--- config.mk ---
export PLATFORM = sky130hd
export DESIGN_NAME = stat_edge_irq
export DESIGN_NICKNAME = d
export VERILOG_FILES = /design/src/rtl/stat_edge_irq_pkg.sv /design/src/rtl/enable_reg.sv /design/src/rtl/edge_detect.sv /design/src/rtl/stat_edge_irq.sv
export SDC_FILE = /design/constraint.sdc
export NUM_CORES = 1
export LEC_CHECK = 0
export ABC_AREA = 1
export BUFFER_PORTS_ARGS = -buffer_cell sky130_fd_sc_hd__buf_2
export CAP_MARGIN = 10
export CORE_MARGIN = 3
export CORE_UTILIZATION = 45
export CTS_CLUSTER_DIAMETER = 100
export DETAILED_ROUTE_END_ITERATION = 10
export PLACE_DENSITY = 0.72
export SLEW_MARGIN = 30
export SYNTH_ARGS = -nofsm -noshare
export SYNTH_HDL_FRONTEND = slang
export SYNTH_SLANG_ARGS = --single-unit
--- constraint.sdc ---
create_clock -name clk_i -period 2.2 [get_ports clk_i]
set_input_delay 0.22 -clock clk_i [delete_from_list [all_inputs] [get_ports clk_i]]
set_output_delay 0.22 -clock clk_i [all_outputs]
set_load 0.05 [all_outputs]
--- src/rtl/stat_edge_irq_pkg.sv ---
package stat_edge_irq_pkg;
  parameter int unsigned AW   = 8;
  parameter int unsigned DW   = 8;
  parameter int unsigned NSRC = 4;

  parameter logic [AW-1:0] RISE_BASE = 8'h0D;
  parameter logic [AW-1:0] FALL_BASE = 8'h10;

  typedef enum logic [1:0] {
    OP_NONE,
    OP_WR,
    OP_SET,
    OP_CLR
  } reg_op_e;
endpackage

--- src/rtl/enable_reg.sv ---
module enable_reg
  import stat_edge_irq_pkg::*;
#(
  parameter logic [AW-1:0]   BASE  = RISE_BASE,
  parameter logic [NSRC-1:0] RST_V = '1
) (
  input  logic            clk_i,
  input  logic            rst_ni,
  input  logic [AW-1:0]   addr_i,
  input  logic [DW-1:0]   wdata_i,
  input  logic            we_i,
  output logic [NSRC-1:0] en_o,
  output logic            hit_o
);
  reg_op_e         op;
  logic [NSRC-1:0] en_q, en_d;
  logic [NSRC-1:0] wd;

  assign wd = wdata_i[NSRC-1:0];

  always_comb begin
    op    = OP_NONE;
    hit_o = 1'b0;
    if (addr_i == BASE) begin
      op = OP_WR; hit_o = 1'b1;
    end else if (addr_i == BASE + AW'(1)) begin
      op = OP_SET; hit_o = 1'b1;
    end else if (addr_i == BASE + AW'(2)) begin
      op = OP_CLR; hit_o = 1'b1;
    end
  end

  always_comb begin
    en_d = en_q;
    if (we_i) begin
      unique case (op)
        OP_WR:   en_d = wd;
        OP_SET:  en_d = en_q | wd;
        OP_CLR:  en_d = en_q & ~wd;
        default: en_d = en_q;
      endcase
    end
  end

  always_ff @(posedge clk_i or negedge rst_ni) begin
    if (!rst_ni) en_q <= RST_V;
    else         en_q <= en_d;
  end

  assign en_o = en_q;
endmodule

--- src/rtl/edge_detect.sv ---
module edge_detect
  import stat_edge_irq_pkg::*;
(
  input  logic            clk_i,
  input  logic            rst_ni,
  input  logic [NSRC-1:0] status_i,
  output logic [NSRC-1:0] prev_o,
  output logic [NSRC-1:0] rise_o,
  output logic [NSRC-1:0] fall_o
);
  logic [NSRC-1:0] prev_q;

  always_ff @(posedge clk_i or negedge rst_ni) begin
    if (!rst_ni) prev_q <= '0;
    else         prev_q <= status_i;
  end

  assign prev_o = prev_q;
  assign rise_o = status_i & ~prev_q;
  assign fall_o = ~status_i & prev_q;
endmodule

--- src/rtl/stat_edge_irq.sv ---
module stat_edge_irq
  import stat_edge_irq_pkg::*;
(
  input  logic            clk_i,
  input  logic            rst_ni,
  input  logic [AW-1:0]   addr_i,
  input  logic [DW-1:0]   wdata_i,
  input  logic            we_i,
  output logic [DW-1:0]   rdata_o,
  input  logic [NSRC-1:0] status_i,
  input  logic            ack_i,
  output logic            irq_o,
  output logic            event_o,
  output logic [NSRC-1:0] src_o
);
  localparam int unsigned NREG = 2;

  logic [NSRC-1:0] en_w  [NREG];
  logic [NREG-1:0] hit_w;
  logic [NSRC-1:0] prev_w, rise_w, fall_w, fire_w;
  logic            evt_q, irq_q;
  logic [NSRC-1:0] src_q;

  // index 0: rising enables, index 1: falling enables
  for (genvar g = 0; g < NREG; g++) begin : g_en
    enable_reg #(
      .BASE  (g == 0 ? RISE_BASE : FALL_BASE),
      .RST_V ('1)
    ) i_enable_reg (
      .clk_i   (clk_i),
      .rst_ni  (rst_ni),
      .addr_i  (addr_i),
      .wdata_i (wdata_i),
      .we_i    (we_i),
      .en_o    (en_w[g]),
      .hit_o   (hit_w[g])
    );
  end

  edge_detect i_edge_detect (
    .clk_i    (clk_i),
    .rst_ni   (rst_ni),
    .status_i (status_i),
    .prev_o   (prev_w),
    .rise_o   (rise_w),
    .fall_o   (fall_w)
  );

  assign fire_w = (rise_w & en_w[0]) | (fall_w & en_w[1]);

  always_comb begin
    rdata_o = '0;
    if (hit_w[0])      rdata_o[NSRC-1:0] = en_w[0];
    else if (hit_w[1]) rdata_o[NSRC-1:0] = en_w[1];
  end

  always_ff @(posedge clk_i or negedge rst_ni) begin
    if (!rst_ni) begin
      evt_q <= 1'b0;
      irq_q <= 1'b0;
      src_q <= '0;
    end else begin
      evt_q <= |fire_w;
      // new sources win over a coincident acknowledge
      irq_q <= (irq_q & ~ack_i) | (|fire_w);
      src_q <= (ack_i ? '0 : src_q) | fire_w;
    end
  end

  assign event_o = evt_q;
  assign irq_o   = irq_q;
  assign src_o   = src_q;
endmodule

# [Yosys cells after proc, flatten, opt, wreduce, memory -nomap -nowiden]
# Index checks and enable logic that the tools add are counted.
[classes] n_mux=17 n_eq_ne=12 reduce_logical=5 n_bitwise=16
[op_table] operator="bitwise AND 4 bit" count=6
[op_table] operator="== test 8 x 4 -> 1 bit (second input constant)" count=3
[op_table] operator="== test 8 x 5 -> 1 bit (second input constant)" count=3
[op_table] operator="one-hot mux 4 bit (3 select lines)" count=2
[op_table] operator="bitwise OR 4 bit" count=4
[op_table] operator="2-to-1 mux 2 bit" count=6
[op_table] operator="2-to-1 mux 4 bit" count=3
[op_table] operator="NOT 4 bit" count=3
[op_table] operator="== test 2 bit (second input constant)" count=4
[op_table] operator="2-to-1 mux 1 bit" count=6
[op_table] operator="nonzero test 3 bit" count=2
[op_table] operator="== test 2 x 1 -> 1 bit (second input constant)" count=2
[op_table] operator="AND reduction 2 bit" count=2
[op_table] operator="OR reduction 4 bit" count=1
[op_table] operator="bitwise AND 1 bit" count=1
[op_table] operator="NOT 1 bit" count=1
[op_table] operator="bitwise OR 1 bit" count=1
[word_totals] elab_cells=56 register_bits=18 out_inout_bits=14

# [Longest topological paths before layout]
# Gate-level depths: netlist (run 1).
[depth] ltp_word=7 ltp_mapped=8 ltp_nobuf=8

# [Hierarchy]
# From an unflattened synthesis (run 1), not the netlist that was laid out.
[hier_totals] cells_unflattened=164 area_unflattened_um2=1148.6
[by_module_without_submodules] module="stat_edge_irq" area_each_um2=341.6 cells_each=50 seq_area_each_um2=150.1 instances=1
[by_module_without_submodules] module="enable_reg (g_en[0].i_enable_reg)" area_each_um2=324.1 cells_each=43 seq_area_each_um2=105.1 instances=1
[by_module_without_submodules] module="enable_reg (g_en[1].i_enable_reg)" area_each_um2=322.8 cells_each=51 seq_area_each_um2=105.1 instances=1
[by_module_without_submodules] module="edge_detect" area_each_um2=160.2 cells_each=20 seq_area_each_um2=100.1 instances=1

# [Least setup slack after synthesis (run 1)]
# OpenSTA, ideal clock, no wires.
[synth_timing] path_type="register -> output" start="register g_en[1].i_enable_reg.en_q[0]" end="output rdata_o[0]" path_slack_ns=0.326 path_stages_with_launch=3 t_arrival_ns=1.654 n_path_buf=0 cell_sequence="dfstp_2 > inv_1 > o21ai_0"
[synth_between] elab_chain_len=2
[synth_lines] item="from (decl)" line_no="enable_reg.sv:16" rtl="logic [NSRC-1:0] en_q, en_d;"
[synth_lines] item="from (signal assigned)" line_no="enable_reg.sv:47" rtl="else en_q <= en_d;"
[synth_lines] item="2-to-1 mux 4 bit" line_no="stat_edge_irq.sv:54" rtl="else if (hit_w[1]) rdata_o[NSRC-1:0] = en_w[1];"
[synth_lines] item="2-to-1 mux 4 bit" line_no="stat_edge_irq.sv:53" rtl="if (hit_w[0]) rdata_o[NSRC-1:0] = en_w[0];"
[synth_lines] item="to (decl)" line_no="stat_edge_irq.sv:9" rtl="output logic [DW-1:0] rdata_o,"
# No other way between the ends.

# [Final worst setup path (run 1)]
# Same ends and word-level chain as after synthesis.

==> results.toml, run 1 <==
[global_route]
first_global_vias = 861
grt_max_degree = 19
antenna_found_initial = 0
grt_pass1_wl_mm = 3.67
overflow = 0
grt_use_total = 0.145

[drt]
drt_iter0_drc = 18
routed_wl_mm = 2.16
vias = 934
dr.pass1.iters = 4
wl_per_cell_um = 11.1
drcViolationCount = 0
postRouteAntennaNets = 0
via_per_inst = 4.81

[logic_synthesis]
syn-mean-instance-area_um2 = 8.32
ys_seq_area_frac = 0.413
syn_inst = 134
synth_edf_count = 0
ys.warnings.count = 0
synth.top_cell.area_share = 0.224
yosysUniqueCellTypes = 24
syn_area_um2 = 1110
synthMostInstantiatedCell = "nor2_1"
synth_area_leaders = "dfrtp_1 22%, dfstp_2 19%, nor2_1 6.4%"
ys_ff_latch = 18
synth_top_cell_by_area = "dfrtp_1"
synth_common_cells = "19 x nor2_1, 17 x nand2_1, 13 x inv_1"
ys_async_sr_fraction = 1.00
ys_dominant_reg_cell = "dfrtp_1"

[placement]
gp_congestion = 0.755
post-dp-hpwl_mm = 1.79
place_inst = 189
port_buffers = 29

[cells_and_area]
area_delta_synth_final_pct = 17.6
diodes = 0
fillerInstances = 226
fin_nets = 191
utilization = 0.576
drive_above_1_share = 0.392
finalNonFillerCells = 194

[cts]
cts_tree = "yes"
post-cts-setup-buffer-count = 0
clk_pin_slew_ps = 100
clockRootBuffer = "clkbuf_4"
cts_buffers = 3
htreeDepth = 1
cts_sinks = 18
insertion_delay_ps = 290
cts_buffer_depth = 2

[timing]
final_hold_viol_count = 0
slew_viol_final = 0
fmax_mhz = 619
whs_ps = 59.2
setup_violations = 0
setup_tns_ps = 0
fin_crit_sh = 0.734
finalCriticalPeriod_ps = 1610
rsz0062_at_grt = "no"
clock_skew_ps = 6.42

[power]
cellPowerDensity_nw_per_um2 = 616
p_leak_nw = 0.646
peakVddDrop_mv = 0.532
power_mw = 0.808

[worst_setup_path]
cp.arrival_ps = 1390
cp.required_ps = 1980
end_kind = "primary output"
cp-start-kind = "flip-flop"
path_max_fanout = 3
path_class = "flip-flop to primary output"

[floorplanning]
die_h_um = 55.8
chipWidth_um = 55.8
coreArea_um2 = 2280
fp-row-count = 17
die_area_um2 = 3110
start_util = 0.490
ios = 38

[status]
status = "complete, no violations"

[flow_run]
drv_cap = 0

[worst_hold_path]
hp-class = "input pin to flip-flop"
critical path: stages, from the launching register on:
cell     delay [ps]
dfstp_2         540
inv_1            60
o21ai_0         210
buf_2           300
kinds of logic after synthesis:
group                  after synthesis  share of synthesized area
and+or+nand+nor                     68                      0.332
DFF                                 18                      0.413
other                                1                    0.00336
buffers and inverters               22                      0.107
AOI/OAI and AO/OA                   25                      0.145
power by group:
group          switching (mW)  internal, mW  total [mW]  leakage (nW)
logic                   0.142        0.0623       0.204         0.427
registers              0.0206         0.382       0.403         0.199
clock network           0.100         0.101       0.201        0.0210
total                   0.262         0.545       0.808         0.646
state kept, by name (all words and copies together) (netlist names):
register,cells
src_o,4
g_en.i_enable_reg.en_o,8
event_o,1
i_edge_detect.prev_o,4
irq_o,1
routing by layer:
metal,wire length (um),global-route usage
met2,1100,0.262
met5,0,0
met3,128,0.0325
met1,923,0.178
met4,8,0.0208
cell type report:
class / instances / area (um2) / area share
multi-input cells: 97 / 547 / 0.417
flip-flops and latches: 18 / 460 / 0.351
repair buffers: 30 / 155 / 0.118
inverters: 17 / 77.6 / 0.0592
clock buffers: 4 / 36.3 / 0.0277
well taps: 28 / 35.0 / 0.0267
placed cells by master, fill, tap and decap left out, types with 5 or more instances in the layout:
cell type  instances
nand2_2            5
nand3_1            6
inv_1             13
a21oi_1           12
buf_2             29
nor2_2             6
nand4_1            6
nand2_1           17
dfstp_2            8
nor2_1            19
dfrtp_1           10
worst paths after layout:
kind | from | endpoint | slack, ps | depth (start not counted)
worst max-delay path | g_en[1].i_enable_reg.en_o[0] | rdata_o[0] | 590 | 3
worst min-delay path | status_i[1] | i_edge_detect.prev_o[1] | 60 | 1
worst max register to register | g_en[1].i_enable_reg.en_o[3] | irq_o | 950 | 5
worst min register to register | src_o[3] | src_o[3] | 480 | 1
max in group asynchronous | rst_ni | g_en[1].i_enable_reg.en_o[0] | 1510 | 2
min in group asynchronous | rst_ni | i_edge_detect.prev_o[1] | 370 | 2
metrics by stage:
step,instance area [um2],setup slack (ps)
6_report,1310,585
5_1_grt,1310,534
4_1_cts,1310,578
3_5_place_dp,1260,724
3_3_place_gp,1260,757
2_1_floorplan,1130,326
what timing repair did:
action,in CTS,in global routing
resized for setup,0,0
hold endpoints to repair,10,0
hold buffers,1,0
No activity file was read; power rests on OpenSTA's default activity.
==> inputs of run 2 (changes only) <==
--- a/config.mk
+++ b/config.mk
@@ -9,10 +9,10 @@
 export BUFFER_PORTS_ARGS = -buffer_cell sky130_fd_sc_hd__buf_2
 export CAP_MARGIN = 10
 export CORE_MARGIN = 3
-export CORE_UTILIZATION = 45
+export CORE_UTILIZATION = 44
 export CTS_CLUSTER_DIAMETER = 100
 export DETAILED_ROUTE_END_ITERATION = 10
-export PLACE_DENSITY = 0.72
+export PLACE_DENSITY = 0.73
 export SLEW_MARGIN = 30
 export SYNTH_ARGS = -nofsm -noshare
 export SYNTH_HDL_FRONTEND = slang
==> constraint.sdc (replaced) <==
create_clock -name clk_i -period 1.37 [get_ports clk_i]
set_input_delay 0.137 -clock clk_i [delete_from_list [all_inputs] [get_ports clk_i]]
set_output_delay 0.137 -clock clk_i [all_outputs]
set_load 0.05 [all_outputs]
==> run 2 against run 1 <==
Compared with the run above: die area is 2.0% higher; clock skew increased by 4.0 ps; utilization is 4.8 points higher; clock-buffer cell count unchanged; critical path depth unchanged; clock power is 66% higher; setup slack worse by 570 ps; critical endpoint unchanged; via count increased by 2.9%; design area up 9.4%; global-route usage increased by 2.7 points; sequential power grew 62%.
==> results.toml, run 2 (synthesized netlist as in run 1, its figures left out) <==
[cts]
clk_pin_slew_ps = 110
cts_buffer_depth = 2
htreeDepth = 1
cts_buffers = 3
cts_tree = "yes"
cts_sinks = 18
insertion_delay_ps = 310
clockRootBuffer = "clkbuf_4"

[worst_setup_path]
cp-start-kind = "flip-flop"
r2r-end = "irq_o"
startpoint = "g_en[1].i_enable_reg.en_o[0]"
path_max_fanout = 3
rr_worst_depth = 5
rr_startpoint = "g_en[1].i_enable_reg.en_o[2]"
end_kind = "primary output"
path_class = "flip-flop to primary output"
cp.arrival_ps = 1220
cp.required_ps = 1230
reg2reg_slack_ps = 120

[floorplanning]
die_area_um2 = 3170
die_h_um = 56.3
chipWidth_um = 56.3
ios = 38
coreArea_um2 = 2300
fp-row-count = 17
start_util = 0.485

[power]
p_leak_nw = 0.687
cellPowerDensity_nw_per_um2 = 939
peakVddDrop_mv = 0.770

[status]
status = "complete, no violations"

[cells_and_area]
drive_above_1_share = 0.462
area_delta_synth_final_pct = 28.6
fin_nets = 198
final_cell_mix = "25 x buf_2, 19 x nor2_1, 17 x nand2_1"
final_common_cell = "buf_2"
largest_reg_flops = 8
diodes = 0
utilization = 0.624

[global_route]
overflow = 0
grt_max_degree = 19
grt_pass1_wl_mm = 4.17
antenna_found_initial = 0
grt_use_total = 0.172
first_global_vias = 993

[timing]
fin_ws_ps = 10.6
slew_viol_final = 0
fin_crit_sh = 0.992
rsz0062_at_grt = "yes"
fmax_mhz = 736
clock_skew_ps = 10.4
finalCriticalPeriod_ps = 1360
setup_violations = 0
final_hold_viol_count = 0
setup_tns_ps = 0

[worst_hold_path]
min_from = "wdata_i[3]"
hp-class = "input pin to flip-flop"
holdPathEnd = "g_en[1].i_enable_reg.en_o[3]"
min_path_cells = 4

[drt]
routed_wl_mm = 2.31
drcViolationCount = 0
vias = 961
postRouteAntennaNets = 0
dr.pass1.iters = 4
via_per_inst = 4.78
wl_per_cell_um = 11.5
drt_iter0_drc = 25

[placement]
port_buffers = 29
post-dp-hpwl_mm = 1.82
gp_congestion = 0.735
post-place-ws_ps = 101

[flow_run]
drv_cap = 0
## run 2: worst max path at each step
stage	to	cells after the start
2_1_floorplan	rdata_o[2]	2
4_1_cts	rdata_o[0]	3
6_report	rdata_o[0]	3
3_5_place_dp	rdata_o[0]	5
5_1_grt	rdata_o[0]	3
3_3_place_gp	rdata_o[3]	5
## run 2: cell type report
| class | count | area [um2] |
|---|---|---|
| clock buffer | 4 | 36.3 |
| fill | 196 | 863 |
| inverter | 17 | 77.6 |
| multi-input combinational | 97 | 582 |
| sequential | 18 | 460 |
| tap | 28 | 35.0 |
| timing repair buffer | 37 | 243 |
## run 2: repair_timing
item                       CTS  global route
resized for setup           14             4
pin swaps                    4             0
hold buffers                 5             0
hold endpoints to repair    14             0
setup endpoints to repair    4             4
setup buffers                1             1
## run 2: power by group
part | switching, mW | total [mW] | internal [mW]
Sequential | 0.0373 | 0.652 | 0.614
Clock | 0.171 | 0.334 | 0.163
Combinational | 0.239 | 0.361 | 0.122
## run 2: routing by layer
metal  up-vias  track usage  routed length [um]
met5         -            0                   0
met4         0       0.0712                  58
met3         7       0.0506                 132
met2        26        0.301                1170
met1       427        0.193                 957
li1        501            -                   -
## run 2: worst max-delay path: stages (launching register included)
cell and delay (ps):
dfstp_2 550, inv_2 50, o21ai_2 130, buf_6 180
## run 2: stage by stage
step / std cells / hold slack [ps] / cell area, um2 / power [mW]
2_1_floorplan: 137 / -159 / 1130 / 0.899
3_3_place_gp: 190 / 77.5 / 1280 / 0.977
3_5_place_dp: 190 / 87.0 / 1280 / 0.989
4_1_cts: 200 / 43.7 / 1410 / 1.36
5_1_grt: 201 / 69.5 / 1430 / 1.43
6_report: 201 / 54.2 / 1430 / 1.35
==> inputs of run 3 (changes only) <==
--- a/config.mk
+++ b/config.mk
@@ -13,6 +13,7 @@
 export CTS_CLUSTER_DIAMETER = 100
 export DETAILED_ROUTE_END_ITERATION = 10
 export PLACE_DENSITY = 0.73
+export SETUP_SLACK_MARGIN = 0.2
 export SLEW_MARGIN = 30
 export SYNTH_ARGS = -nofsm -noshare
 export SYNTH_HDL_FRONTEND = slang
==> run 3 against run 2 <==
Compared with the run above: the run now ends with negative setup slack left; total power increased by 7.2%; clock power increased by 2%; clock-buffer cell count unchanged; final cell count increased by 4.0%; clock skew increased by 3.8 ps; die area unchanged; first-iteration DRC count decreased by 16%; hold slack got worse by 12 ps; sequential share of layout area decreased by 2.0 points; sequential power about the same; largest cell class unchanged; highest routed layer unchanged.
==> results.toml, run 3 (synthesized netlist as in run 1, its figures left out) <==
[flow_run]
drv_cap = 0

[cells_and_area]
finalNonFillerCells = 209
largest_reg_flops = 8
final_cell_mix = "25 x buf_2, 17 x nor2_1, 16 x nand2_1"
area_delta_synth_final_pct = 37.4
final_area_um2 = 1530
diodes = 0
final_common_cell = "buf_2"
utilization = 0.667
drive_above_1_share = 0.525
fin_nets = 206

[timing]
rsz0062_at_grt = "yes"
fin_crit_sh = 1.00
whs_ps = 42.2
slew_viol_final = 0
fin_ws_ps = -5.92
clock_skew_ps = 14.2
final_hold_viol_count = 0
finalCriticalPeriod_ps = 1380
fmax_mhz = 727
setup_violations = 1

[cts]
insertion_delay_ps = 320
cts_buffers = 3
cts_buffer_depth = 2
clockRootBuffer = "clkbuf_4"
cts_sinks = 18
cts_tree = "yes"
htreeDepth = 1
clk_pin_slew_ps = 110

[drt]
wl_per_cell_um = 12.4
vias = 998
drcViolationCount = 0
dr.pass1.iters = 4
via_per_inst = 4.78
postRouteAntennaNets = 0
routed_wl_mm = 2.58
drt_iter0_drc = 21

[placement]
gp_congestion = 0.735
port_buffers = 29
post_dp_cell_area_um2 = 1280
post-dp-hpwl_mm = 1.82
place_inst = 190

[worst_setup_path]
cp.required_ps = 1230
cp.arrival_ps = 1240
startpoint = "g_en[1].i_enable_reg.en_o[0]"
path_max_fanout = 2
cp-start-kind = "flip-flop"
end_kind = "primary output"
rr_startpoint = "g_en[1].i_enable_reg.en_o[1]"
reg2reg_slack_ps = 100
path_class = "flip-flop to primary output"
r2r-end = "irq_o"
critPathMaxStageDelay_ps = 560
worstPathCellList = "inv_2 -> o21ai_2 -> buf_6"
crit_path_end = "rdata_o[0]"
rr_worst_depth = 6
slowest_stage = "dfstp_2"

[worst_hold_path]
min_path_cells = 4
min_from = "wdata_i[3]"
hp-class = "input pin to flip-flop"

[global_route]
grt_pass1_wl_mm = 4.35
grt_max_degree = 19
antenna_found_initial = 0
grt_use_total = 0.181
overflow = 0
first_global_vias = 1018

[status]
failed_checks = "negative setup slack"
status = "complete, but fails checks"

[floorplanning]
die_area_um2 = 3170
coreArea_um2 = 2300
fp-row-count = 17
die_h_um = 56.3
start_util = 0.485
chipWidth_um = 56.3
ios = 38

[power]
cellPowerDensity_nw_per_um2 = 942
p_leak_nw = 0.731
peakVddDrop_mv = 0.679
power_mw = 1.44
run 3: changes by cell type in the layout (fill, tap and decap cells not counted):
cell	delta
a21oi_1	-5
a21oi_2	+5
buf_4	+5
buf_6	+3
nand2_1	-1
nand2_2	+1
nand3_1	+1
nand3_2	-1
nor2_1	-2
nor2_2	+1
nor2_4	+1
run 3: through the flow:
stage          setup WS, ps  setup TNS [ps]
2_1_floorplan         -39.0           -77.9
5_1_grt               -49.7            -140
6_report              -5.92           -5.92
3_3_place_gp            114               0
3_5_place_dp            101               0
4_1_cts               -4.10           -4.10
run 3: area by class of cell:
class	count	area (um2)
Timing Repair Buffer	45	314
Inverter	17	77.6
Clock buffer	4	36.3
Tap cell	28	35.0
Fill cell	189	766
Multi-Input combinational cell	97	608
Sequential cell	18	460
run 3: worst min path at each step:
stage                                   endpoint
CTS                 g_en[1].i_enable_reg.en_o[3]
global route        g_en[1].i_enable_reg.en_o[2]
detailed placement                      src_o[0]
global placement                        src_o[1]
floorplan                                event_o
finish              g_en[1].i_enable_reg.en_o[3]
run 3: repair_timing:
| item | CTS | global route |
|---|---|---|
| hold buffers | 5 | 0 |
| hold endpoints to repair | 14 | 0 |
| endpoints found under the setup margin | 8 | 10 |
| pin swaps | 4 | 1 |
| gates resized for setup | 18 | 11 |
| buffers inserted | 8 | 2 |
run 3: worst max-delay path: cells and delay by family, from the launching register on:
family | cells | cell delay, ps
flops | 1 | 560
compound gates | 1 | 140
buf+inv | 2 | 230
run 3: per-layer routing:
metal  up-vias  wire, um  GRT usage
met5         -         0          0
met4         0        44     0.0712
met3         5       133     0.0506
met2        24      1370      0.321
met1       451      1040      0.203
li1        518         -          -
run 3: power breakdown:
part           internal, mW  switching [mW]  leakage, nW
Sequential            0.614          0.0366        0.199
Combinational         0.181           0.270        0.511
Clock                 0.163           0.179       0.0210
